<file path="src/rtl/hcr_pkg.sv">
package hcr_pkg;
    typedef enum logic [1:0] {
        HS_RESET   = 2'b00,
        HS_RESUME  = 2'b01,
        HS_OPER    = 2'b10,
        HS_SUSPEND = 2'b11
    } hstate_e;

    // bit order matches control byte 0 [5:0]
    typedef struct packed {
        logic       bulk_en;
        logic       ctl_en;
        logic       iso_en;
        logic       per_en;
        logic [1:0] ratio;
    } lists_t;

    localparam int unsigned OFF_REV0 = 0;
    localparam int unsigned OFF_CTL0 = 4;
    localparam int unsigned OFF_CTL1 = 5;
    localparam int unsigned OFF_LAST = 7;
endpackage

</file>
<file path="src/rtl/hcr_state_fsm.sv">
module hcr_state_fsm
    import hcr_pkg::*;
#(
    parameter int NPORTS = 4
) (
    input  logic              clk,
    input  logic              rst_n,
    input  logic              sw_wr,
    input  logic [1:0]        sw_state,
    input  logic [NPORTS-1:0] resume_det,
    output hstate_e           state_o
);
    hstate_e state_q, state_d;
    logic    any_resume;

    assign any_resume = |resume_det;

    always_ff @(posedge clk or negedge rst_n) begin
        if (!rst_n) state_q <= HS_RESET;
        else        state_q <= state_d;
    end

    always_comb begin
        state_d = state_q;
        unique case (state_q)
            HS_SUSPEND: begin
                if (any_resume) state_d = HS_RESUME;
                else if (sw_wr) state_d = hstate_e'(sw_state);
            end
            HS_RESET, HS_RESUME, HS_OPER: begin
                if (sw_wr) state_d = hstate_e'(sw_state);
            end
            default: state_d = HS_RESET;
        endcase
    end

    assign state_o = state_q;


    resume_force_chk: assert property (@(posedge clk) disable iff (!rst_n)
        (state_q == HS_SUSPEND && any_resume) |=> state_q == HS_RESUME);


    state_hold_chk: assert property (@(posedge clk) disable iff (!rst_n)
        (!sw_wr && state_q != HS_SUSPEND) |=> $stable(state_q));


    sw_write_chk: assert property (@(posedge clk) disable iff (!rst_n)
        (sw_wr && !(state_q == HS_SUSPEND && any_resume)) |=> state_q == $past(sw_state));
endmodule

</file>
<file path="src/rtl/hcr_ctl_fields.sv">
module hcr_ctl_fields
    import hcr_pkg::*;
#(
    parameter int ADDR_W = 8
) (
    input  logic              clk,
    input  logic              rst_n,
    input  logic [ADDR_W-1:0] addr,
    input  logic              wr,
    input  logic [7:0]        wdata,
    output lists_t            lists_o,
    output logic              route_o,
    output logic              wake_en_o,
    output logic              ctl0_wr_o
);
    logic ctl1_wr;

    assign ctl0_wr_o = wr && (addr == ADDR_W'(OFF_CTL0));
    assign ctl1_wr   = wr && (addr == ADDR_W'(OFF_CTL1));

    always_ff @(posedge clk or negedge rst_n) begin
        if (!rst_n) begin
            lists_o   <= '0;
            route_o   <= 1'b0;
            wake_en_o <= 1'b0;
        end else begin
            if (ctl0_wr_o) lists_o <= lists_t'(wdata[5:0]);
            if (ctl1_wr) begin
                route_o   <= wdata[0];
                wake_en_o <= wdata[2];
            end
        end
    end
endmodule

</file>
<file path="src/rtl/hcr_read_mux.sv">
module hcr_read_mux
    import hcr_pkg::*;
#(
    parameter int         ADDR_W = 8,
    parameter logic [7:0] REV    = 8'h10
) (
    input  logic              clk,
    input  logic              rst_n,
    input  logic [ADDR_W-1:0] addr,
    input  hstate_e           state,
    input  lists_t            lists,
    input  logic              route,
    input  logic              wake_en,
    output logic [7:0]        rdata
);
    always_comb begin
        rdata = 8'h00;
        if (addr == ADDR_W'(OFF_REV0))      rdata = REV;
        else if (addr == ADDR_W'(OFF_CTL0)) rdata = {state, lists};
        else if (addr == ADDR_W'(OFF_CTL1)) rdata = {5'b0, wake_en, 1'b0, route};
    end


    wake_conn_zero_chk: assert property (@(posedge clk) disable iff (!rst_n)
        (addr == ADDR_W'(OFF_CTL1)) |-> !rdata[1]);
endmodule

</file>
<file path="src/rtl/hc_opctl_regs.sv">
module hc_opctl_regs
    import hcr_pkg::*;
#(
    parameter int         ADDR_W = 8,
    parameter int         NPORTS = 4,
    parameter logic [7:0] REV    = 8'h10
) (
    input  logic              clk,
    input  logic              rst_n,
    input  logic [ADDR_W-1:0] bus_addr,
    input  logic              bus_wr,
    input  logic [7:0]        bus_wdata,
    output logic [7:0]        bus_rdata,
    input  logic [NPORTS-1:0] port_resume,
    input  logic              irq_req,
    output logic              intr_o,
    output logic              smi_o,
    output logic [1:0]        host_state,
    output logic              list_periodic,
    output logic              list_iso,
    output logic              list_ctrl,
    output logic              list_bulk,
    output logic [1:0]        cb_ratio
);
    hstate_e state;
    lists_t  lists;
    logic    route, wake_en, ctl0_wr;

    hcr_ctl_fields #(.ADDR_W(ADDR_W)) u_fields (
        .clk(clk), .rst_n(rst_n), .addr(bus_addr), .wr(bus_wr), .wdata(bus_wdata),
        .lists_o(lists), .route_o(route), .wake_en_o(wake_en), .ctl0_wr_o(ctl0_wr)
    );

    hcr_state_fsm #(.NPORTS(NPORTS)) u_fsm (
        .clk(clk), .rst_n(rst_n), .sw_wr(ctl0_wr), .sw_state(bus_wdata[7:6]),
        .resume_det(port_resume), .state_o(state)
    );

    hcr_read_mux #(.ADDR_W(ADDR_W), .REV(REV)) u_rd (
        .clk(clk), .rst_n(rst_n), .addr(bus_addr), .state(state), .lists(lists),
        .route(route), .wake_en(wake_en), .rdata(bus_rdata)
    );

    assign host_state    = state;
    assign list_periodic = lists.per_en;
    assign list_iso      = lists.iso_en;
    assign list_ctrl     = lists.ctl_en;
    assign list_bulk     = lists.bulk_en;
    assign cb_ratio      = lists.ratio;
    assign intr_o        = irq_req && !route;
    assign smi_o         = irq_req && route;


    irq_onehot_chk: assert property (@(posedge clk) disable iff (!rst_n)
        $onehot0({intr_o, smi_o}) && (irq_req == (intr_o | smi_o)));


    ctl0_view_chk: assert property (@(posedge clk) disable iff (!rst_n)
        (bus_addr == ADDR_W'(OFF_CTL0)) |->
        bus_rdata == {host_state, list_bulk, list_ctrl, list_iso, list_periodic, cb_ratio});


    unmapped_zero_chk: assert property (@(posedge clk) disable iff (!rst_n)
        (bus_addr > ADDR_W'(OFF_LAST)) |-> bus_rdata == 8'h00);
endmodule

</file>
<file path="config.mk">
export PLATFORM = sky130hd
export DESIGN_NAME = hc_opctl_regs
export DESIGN_NICKNAME = d
export VERILOG_FILES = /design/src/rtl/hcr_pkg.sv /design/src/rtl/hcr_state_fsm.sv /design/src/rtl/hcr_ctl_fields.sv /design/src/rtl/hcr_read_mux.sv /design/src/rtl/hc_opctl_regs.sv
export SDC_FILE = /design/constraint.sdc
export NUM_CORES = 1
export LEC_CHECK = 0
export BUFFER_PORTS_ARGS = -buffer_cell sky130_fd_sc_hd__buf_4
export CAP_MARGIN = 20
export CORE_MARGIN = 3
export CORE_UTILIZATION = 40
export CTS_CLUSTER_DIAMETER = 80
export CTS_CLUSTER_SIZE = 24
export DETAILED_ROUTE_END_ITERATION = 16
export PLACE_DENSITY_LB_ADDON = 0.08
export SYNTH_ARGS = -nofsm -noshare
export SYNTH_HDL_FRONTEND = slang
export SYNTH_HIERARCHICAL = 1
export SYNTH_SLANG_ARGS = --single-unit
</file>
<file path="constraint.sdc">
create_clock -name clk -period 1.4 [get_ports clk]
set_input_delay 0.14 -clock clk [delete_from_list [all_inputs] [get_ports clk]]
set_output_delay 0.14 -clock clk [all_outputs]
set_load 0.05 [all_outputs]
</file>
==> summary.txt <==
Run status
  – Status: complete, but fails checks
  – Failing checks: negative setup slack

STA
  – Rel. slew slack: between 80 and 90%
  – Period utilization: 110%
  – Worst setup margin: -133 ps
  – Worst slew pin tran: 286 ps
  – Slew Viols, Final: 0
  – Clock Skew: 1.02 ps
  – Final setup fails: 8
  – Setup TNS: -541 ps
  – RSZ-0062 raised after global routing: yes
  – Peak Freq: 652 MHz
  – Final Hold Violating Endpoints: 0
  – Crit path time final: 1530 ps

Global routing
  – Initial antenna violation count: 0
  – Number of global-route vias before repair: 659
  – First-pass GRT wire length: roughly 3000 um
  – Total track usage: 20.7%
  – Largest net degree at the start of global routing: 11
  – Remaining Overflow, GRT: 0

Critical path
  – Setup crit end kind: primary output
  – Worst reg-to-reg path cell count: 2
  – Worst-path fanout max: 7
  – Critical Path End: bus_rdata[5]
  – Reg2Reg Setup Slack: 480 ps
  – Worst flop-to-flop path startpoint: u_fsm/state_o[1]$_DFF_PN0_
  – Critical Path RT: 1260 ps
  – Worst EP arrival: about 1400 ps
  – Setup crit start kind: input pin
  – Crit path launch: bus_addr[7]
  – FF-to-FF End: u_fsm/state_o[1]$_DFF_PN0_
  – WS Path Type: in -> out

Layout
  – Final Non-Filler Cells: about 120
  – Layout Nets: 128
  – Fin util: 86.0%
  – Most frequent cells in the layout: buf_4, buf_6, dfrtp_1, mux2_4, inv_1
  – N_diodes: 0
  – Leading cell type in the layout, fill and taps excluded: buf_4
  – Post-route cell area: 1190 um^2
  – Layout cells sized above 1: 74.8%
  – Area Growth Syn to Fin: 88.1%

Yosys
  – Post-synth EDFFs: 0
  – Top cell type by total area after synthesis: dfrtp_1
  – Mapped Nets: 76
  – Yosys warns: 6
  – Post-Synthesis Cells: 52
  – Post-synth cell types: 22
  – Part of the Yosys area used for sequential elements: 39.6%
  – Async set or reset register ratio after synthesis: 100%
  – Area contributors post-synth: dfrtp_1, mux2_2, mux2_4
  – Syn Area/Cell: 12.2 um^2
  – Ys flop type: dfrtp_1
  – Synthesized flop and latch total: 10
  – Share of the synthesized area in the top cell type: between 30% and 40%
  – Synthesized area: approximately 630 um^2

Floorplanning
  – DIE HEIGHT: about 46 um
  – Die area: roughly 2100 um^2
  – Initial Util: between 40% and 50%
  – # IOs: 42
  – Die width: roughly 46 um
  – Core area: 1380 um^2
  – Row cnt: 13

Power
  – VDD IR-drop max: 0.722 mV
  – PwrDens: 676 nW/um^2
  – Leak: 0.603 nW

Placement
  – Dpl cell area: around 1100 um^2
  – GP Congestion: 0.710
  – DP Wirelength: 1370 um
  – Placed insts: 111
  – Port buffer count: 41

Routing
  – Met1 WL: 696 um
  – Drt drc: 0
  – Antenna-violating nets left: 0
  – Drt wl/cell: 15.9 um
  – Vias: 610
  – Vias per inst: between 5 and 6
  – Met2 Routed Length: 1000 um
  – First drt pass iteration count: 6
  – WL final: 1870 um
  – DR top layer: met4
  – 1st-iter DRT viols: 4
  – Met3 routed WL: 163 um

Clocking
  – Skew-Pair Late Insertion Delay: 260 ps
  – Clock sink count: 10
  – CTS tree: done
  – CTS max path bufs: 2
  – Root Driver: clkbuf_4
  – Num CTS Buffers: 3
  – Clock transition at path regs: 70 ps
  – H-tree Lvls: 1

Flow run
  – Total of max-cap violations: 0

Hold path
  – Hold Crit Class: in -> reg
[how the worst min path moves through the flow]
| stage | end | slack (ps) | startpoint | cells after the start |
|---|---|---|---|---|
| global placement | u_fields/route_o$_DFFE_PN0P_ | -30 | rst_n | 1 |
| CTS | u_fields/lists_o[1]$_DFFE_PN0P_ | 90 | bus_wdata[1] | 2 |
| detailed placement | u_fields/lists_o[4]$_DFFE_PN0P_ | -30 | rst_n | 1 |
| finish | u_fields/lists_o[1]$_DFFE_PN0P_ | 100 | bus_wdata[1] | 2 |
| floorplan | u_fields/lists_o[0]$_DFFE_PN0P_ | -160 | rst_n | 0 |
| global route | u_fields/lists_o[1]$_DFFE_PN0P_ | 100 | bus_wdata[1] | 2 |
[synthesized netlist by cell type, types with 2 or more instances]
cell / n
mux2_2: 6
nor3_1: 6
or4_4: 2
nor4_2: 2
dfrtp_1: 10
inv_1: 6
mux2_4: 3
mux2i_1: 3
[what timing repair did]
item                                   CTS  global route
hold buffers                             1             0
endpoints found under the hold margin   10             0
pin swaps                                3             1
setup endpoints to repair                8             8
buffers inserted                         1             1
gates resized for setup                 10             3
[cell families after synthesis]
kind of cell	after synthesis	synth area share, %
AND/OR/NAND/NOR	21	30.5
multiplexers	12	22.6
flip-flops	10	39.6
buffers and inverters	7	5.35
AO/OA/AOI/OAI	2	1.98
[final cells by class]
class | count | area, um^2
Inverter | 6 | 22.5
Sequential cell | 10 | 250
Timing Repair Buffer | 48 | 433
Clock buffer | 4 | 36.3
Fill cell | 69 | 194
Multi-Input combinational cell | 35 | 428
Tap cell | 15 | 18.8
[where the power goes]
part           internal [mW]  switching, mW  total, mW
combinational          0.109          0.117      0.227
sequential             0.304         0.0148      0.319
clock                  0.158          0.101      0.258
[per-layer routing]
layer	GRT usage [%]	vias to the layer above
met1	25.4	280
met4	5.11	0
met5	0	-
met2	36.8	35
met3	3.95	2
li1	-	293
[through the flow]
stage                     hold slack (ps)  power (mW)  setup WS [ps]
final                                 104       0.804           -133
after global routing                  103       0.838           -149
after CTS                            94.5       0.803           -111
after detailed placement            -27.2       0.534           -243
after global placement              -28.1       0.530           -233
after floorplan                      -156       0.432           -220
[sequential cells by signal, summed over array words and instances, names as in the netlist]
| register | count |
|---|---|
| u_fsm/state_o | 2 |
| u_fields/lists_o | 6 |
| u_fields/route_o | 1 |
| u_fields/wake_en_o | 1 |
[worst max-delay path, cell delays in order]
cell and delay (ps):
buf_6 90, or4_4 570, buf_12 180, nor4_4 220, buf_6 190
(Power assumes the default switching activity.)
